## src/rtl/mc_pkg.sv

```systemverilog
package mc_pkg;
  typedef enum logic [1:0] {
    LNK_OPEN   = 2'b00,
    LNK_TRUE   = 2'b01,
    LNK_COMP   = 2'b10,
    LNK_ERASED = 2'b11
  } link_e;

  typedef struct packed {
    logic oe_from_pin;
    logic act_high;
    logic registered;
  } cell_cfg_t;

  localparam int LINK_W = 2;
endpackage

```

## src/rtl/mc_pterm.sv

```systemverilog
module mc_pterm
  import mc_pkg::*;
#(
  parameter int N_ARR = 9
) (
  input  logic [N_ARR-1:0]        arr,
  input  logic [LINK_W*N_ARR-1:0] links,
  output logic                    term
);
  logic [N_ARR-1:0] lit_ok;

  genvar i;
  generate
    for (i = 0; i < N_ARR; i++) begin : g_lit
      link_e lk;
      assign lk = link_e'(links[LINK_W*i +: LINK_W]);
      always_comb begin
        case (lk)
          LNK_OPEN: lit_ok[i] = 1'b1;
          LNK_TRUE: lit_ok[i] = arr[i];
          LNK_COMP: lit_ok[i] = ~arr[i];
          default:  lit_ok[i] = 1'b0;
        endcase
      end
    end
  endgenerate

  assign term = &lit_ok;
endmodule

```

## src/rtl/mc_plane.sv

```systemverilog
module mc_plane
  import mc_pkg::*;
#(
  parameter int N_ARR = 9,
  parameter int N_SUM = 8
) (
  input  logic [N_ARR-1:0]                    arr,
  input  logic [LINK_W*N_ARR*(N_SUM+1)-1:0]   link_map,
  output logic                                sum,
  output logic                                oe_term
);
  localparam int N_PT     = N_SUM + 1;
  localparam int LINKS_PT = LINK_W * N_ARR;

  logic [N_PT-1:0] terms;

  genvar t;
  generate
    for (t = 0; t < N_PT; t++) begin : g_term
      mc_pterm #(.N_ARR(N_ARR)) u_term (
        .arr   (arr),
        .links (link_map[t*LINKS_PT +: LINKS_PT]),
        .term  (terms[t])
      );
    end
  endgenerate

  assign sum     = |terms[N_SUM-1:0];
  assign oe_term = terms[N_SUM];
endmodule

```

## src/rtl/mc_outstage.sv

```systemverilog
module mc_outstage
  import mc_pkg::*;
(
  input  logic      clk,
  input  logic      rst,
  input  cell_cfg_t cfg,
  input  logic      sum,
  input  logic      oe_term,
  input  logic      oe_pin_n,
  input  logic      pad_in,
  input  logic      pl_en,
  input  logic      pl_val,
  output logic      pad_out,
  output logic      pad_oe,
  output logic      fb
);
  logic q;
  logic core;

  always_ff @(posedge clk) begin
    if (rst)        q <= 1'b0;
    else if (pl_en) q <= pl_val;
    else            q <= sum;
  end

  always_comb begin
    core    = cfg.registered ? q : sum;
    pad_out = cfg.act_high ? core : ~core;
    pad_oe  = cfg.oe_from_pin ? ~oe_pin_n : oe_term;
    fb      = cfg.registered ? q : pad_in;
  end


  reset_clear_chk: assert property (@(posedge clk) $past(rst) |-> q == 1'b0);


  preload_win_chk: assert property (@(posedge clk) disable iff (rst)
    pl_en |=> q == $past(pl_val));


  reg_capture_chk: assert property (@(posedge clk) disable iff (rst)
    !pl_en |=> q == $past(sum));
endmodule

```

## src/rtl/mc_sop_cell.sv

```systemverilog
module mc_sop_cell
  import mc_pkg::*;
#(
  parameter int N_EXT = 8,
  parameter int N_SUM = 8
) (
  input  logic                                   clk,
  input  logic                                   rst,
  input  logic [2:0]                             cfg,
  input  logic [N_EXT-1:0]                       arr_in,
  input  logic [LINK_W*(N_EXT+1)*(N_SUM+1)-1:0]  link_map,
  input  logic                                   oe_pin_n,
  input  logic                                   pad_in,
  input  logic                                   pl_en,
  input  logic                                   pl_val,
  output logic                                   pad_out,
  output logic                                   pad_oe,
  output logic                                   fb
);
  localparam int N_ARR = N_EXT + 1;

  cell_cfg_t        cfg_s;
  logic [N_ARR-1:0] arr;
  logic             sum;
  logic             oe_term;

  assign cfg_s = cell_cfg_t'(cfg);
  assign arr   = {fb, arr_in};

  mc_plane #(.N_ARR(N_ARR), .N_SUM(N_SUM)) u_plane (
    .arr      (arr),
    .link_map (link_map),
    .sum      (sum),
    .oe_term  (oe_term)
  );

  mc_outstage u_out (
    .clk      (clk),
    .rst      (rst),
    .cfg      (cfg_s),
    .sum      (sum),
    .oe_term  (oe_term),
    .oe_pin_n (oe_pin_n),
    .pad_in   (pad_in),
    .pl_en    (pl_en),
    .pl_val   (pl_val),
    .pad_out  (pad_out),
    .pad_oe   (pad_oe),
    .fb       (fb)
  );


  fb_source_chk: assert property (@(posedge clk) disable iff (rst)
    cfg[0] |-> fb == (cfg[1] ? pad_out : ~pad_out));
endmodule

```

## config.mk

```make
export PLATFORM = sky130hd
export DESIGN_NAME = mc_sop_cell
export DESIGN_NICKNAME = d
export VERILOG_FILES = /design/src/rtl/mc_pkg.sv /design/src/rtl/mc_pterm.sv /design/src/rtl/mc_plane.sv /design/src/rtl/mc_outstage.sv /design/src/rtl/mc_sop_cell.sv
export SDC_FILE = /design/constraint.sdc
export NUM_CORES = 1
export LEC_CHECK = 0
export BUFFER_PORTS_ARGS = -buffer_cell sky130_fd_sc_hd__buf_2
export CAP_MARGIN = 5
export CORE_AREA = 2 2 71 73
export CTS_BUF_LIST = sky130_fd_sc_hd__clkbuf_16
export CTS_CLUSTER_DIAMETER = 40
export DETAILED_ROUTE_END_ITERATION = 12
export DIE_AREA = 0 0 73 75
export PLACE_DENSITY = 0.76
export SETUP_SLACK_MARGIN = 0.05
export SLEW_MARGIN = 20
export SYNTH_ARGS = -nofsm -noshare
export SYNTH_HDL_FRONTEND = slang
export SYNTH_HIERARCHICAL = 1
export SYNTH_SLANG_ARGS = --single-unit
```

## constraint.sdc

```tcl
create_clock -name clk -period 1.8 [get_ports clk]
set_input_delay 0 -clock clk [delete_from_list [all_inputs] [get_ports clk]]
set_output_delay 0 -clock clk [all_outputs]
set_load 0.05 [all_outputs]
```

==> results.py <==
metrics = {
    "global_route": {
        "antenna_found_initial": 0,
        "grt_first_pass_wirelength_um": 7921,
        "grt_pass1_vias": 1761,
        "grt_max_degree": 10,
        "overflow": 0,
        "track_usage": 0.1881,
    },
    "detailed_routing": {
        "viasPerCell": 4.706,
        "drc": 0,
        "dr_total_vias": 1793,
        "routed_wl_um": 5596,
        "first_pass_iters": 4,
        "post_drt_wl_per_cell_um": 14.69,
        "drtIter0Drc": 41,
        "ant_nets": 0,
    },
    "clock_network": {
        "cts_hold_buf": 0,
        "clkTransAtPathRegs_ns": 0,
        "clock_latency_ns": 0,
    },
    "run_status": {
        "violations": "negative setup slack",
        "status": "finished, violations left",
    },
    "power": {
        "switchingPower_uw": 212.6,
        "vdd_drop_max_v": 0.00009215,
        "combPwrFrac": 0.952,
        "clockPowerShare": 0,
        "seq_power_share": 0.048,
        "p_leak_nw": 1.354,
        "switching_share": 0.4176,
        "p_int_uw": 296.5,
        "total_power_uw": 509.1,
        "p_per_area_nw_per_um2": 221.8,
    },
    "timing": {
        "skew_ns": 0,
        "finalHoldViolCount": 0,
        "finalCritPeriodShare": 1.084,
        "setup_violations": 2,
        "worst_pin_slew_ns": 0.3496,
        "final_max_slew_viol_count": 0,
        "max-slew-margin-rel": 0.7669,
        "max_freq_mhz": 512.4,
        "fin_ws_ns": -0.1514,
        "rsz0062_at_grt": "true",
        "min_period_ns": 1.951,
    },
    "placement": {
        "place_congestion": 0.7380,
        "post-place-ws_ns": -0.3152,
        "dpl.hpwl_um": 4944,
        "placed_cell_area_sq_um": 2243,
        "numPortBuffers": 181,
    },
    "min_path": {
        "holdPathStages": 2,
        "min_path_type": "in2reg",
    },
    "layout": {
        "area_delta_synth_final_pct": 97.31,
        "drive_gt1_frac": 0.6269,
        "largest_register_ffs": 1,
        "fin_nets": 508,
        "final_common_cell": "buf_2",
        "reg_top3": "u_out/q: 1 flops",
        "final_cell_mix": "179 x buf_2, 82 x mux2i_1, 28 x nand2_1",
        "largest_register": "u_out/q",
        "diodes": 0,
        "design_area_sq_um": 2296,
        "final_util": 0.4926,
    },
    "synth": {
        "synthCells": 137,
        "synth_xor_xnor_area_share": 0.007527,
        "synth-seq-cells": 1,
        "synth_adder_area_share": 0,
        "synth.distinct_cells": 10,
        "yosysWarnings": 6,
        "synthMuxAreaShare": 0.7323,
        "ys_top_cells_by_area": "mux2i_1 72%, nor4_2 9.7%, nand2_1 9.0%",
        "synth_compound_area_frac": 0,
        "synth_top_family_by_area": "multiplexers",
        "netlist_area_sq_um": 1164,
        "syn_area_per_cell_sq_um": 8.494,
        "synth_top_area_frac": 0.7226,
        "yosys.area_share.simple": 0.2398,
        "ys_seq_area_frac": 0.01720,
        "synth.net_count": 316,
        "yosys.area.top_type": "mux2i_1",
    },
    "worst_setup_path": {
        "path_max_fanout": 6,
        "critPathKind": "reg2out",
        "crit_arrival_ns": 1.95,
        "required_ns": 1.80,
        "crit_path_end_kind": "output pin",
        "startpoint_type": "flip-flop",
        "reg2reg_depth": 9,
    },
    "floorplan": {
        "die_area_sq_um": 5475,
        "initial_core_util": 0.2497,
        "fp-row-count": 25,
        "die_h_um": 75,
        "die_width_um": 73,
        "core_area_sq_um": 4661,
        "ioPinCount": 182,
    },
    "job": {
        "cap_violations": 0,
    },
}
## per-layer routing
metal | vias up | global-route usage | wire [um]
met3 | 6 | 0.01740 | 437
met2 | 109 | 0.3894 | 3030
li1 | 913 | - | -
met1 | 765 | 0.2034 | 2026
met4 | 0 | 0.03909 | 101
met5 | - | 0 | 0
## per-stage QoR
stage	instances	hold WS, ns	TNS (ns)
floorplan	137	0.06497	-0.1192
global placement	378	0.1572	-0.2448
detailed placement	378	0.1695	-0.3152
CTS	381	0.1697	-0.1306
global route	381	0.1723	-0.4445
finish	381	0.1686	-0.1911
## worst max-delay path, stage by stage (launching register included)
cell     delay (ns)
dfxtp_2        0.30
mux2_4         0.31
mux2i_1        0.13
nand2_1        0.09
nor4_2         0.05
nor4_2         0.33
nand2_1        0.17
mux2i_4        0.24
xor2_4         0.16
buf_6          0.17
## synth_stat cells
master   count
mux2i_1     84
nand2_1     28
nand3_1      9
nor4_2       9
nor4_1       2
dfxtp_1      1
inv_1        1
mux2_2       1
nor2_1       1
xor2_1       1
## area by class of cell
cell class | instances | area (sq um)
fillers | 458 | 2365
multi-input cells | 135 | 1194
repair buffers | 190 | 1010
well taps | 54 | 67.56
flip-flops and latches | 1 | 21.27
inverters | 1 | 3.754
## final timing paths
check                from  endpoint  slack (ns)
hold / removal        rst   u_out/q        0.17
setup / recovery  u_out/q   pad_out       -0.15
setup reg to reg  u_out/q   u_out/q       -0.04
hold reg to reg   u_out/q   u_out/q        1.50
## kinds of logic after synthesis
group	count (synthesis)
muxes	85
and+or+nand+nor	49
xor gates and xnor gates	1
DFF	1
buffers and inverters	1
## repair_timing
item / CTS / global route
hold endpoints to repair: 0 / 0
endpoints found under the setup margin: 3 / 3
buffers inserted: 3 / 0
gates resized for setup: 9 / 1
pin swaps: 6 / 3
## power groups by stage
stage | Sequential (mW) | Clock (mW) | Combinational, mW
floorplan | 0.0248 | 0 | 0.192
CTS | 0.0244 | 0 | 0.489
global placement | 0.0243 | 0 | 0.465
detailed placement | 0.0244 | 0 | 0.474
global route | 0.0246 | 0 | 0.531
finish | 0.0244 | 0 | 0.485
(Power assumes the default switching activity.)
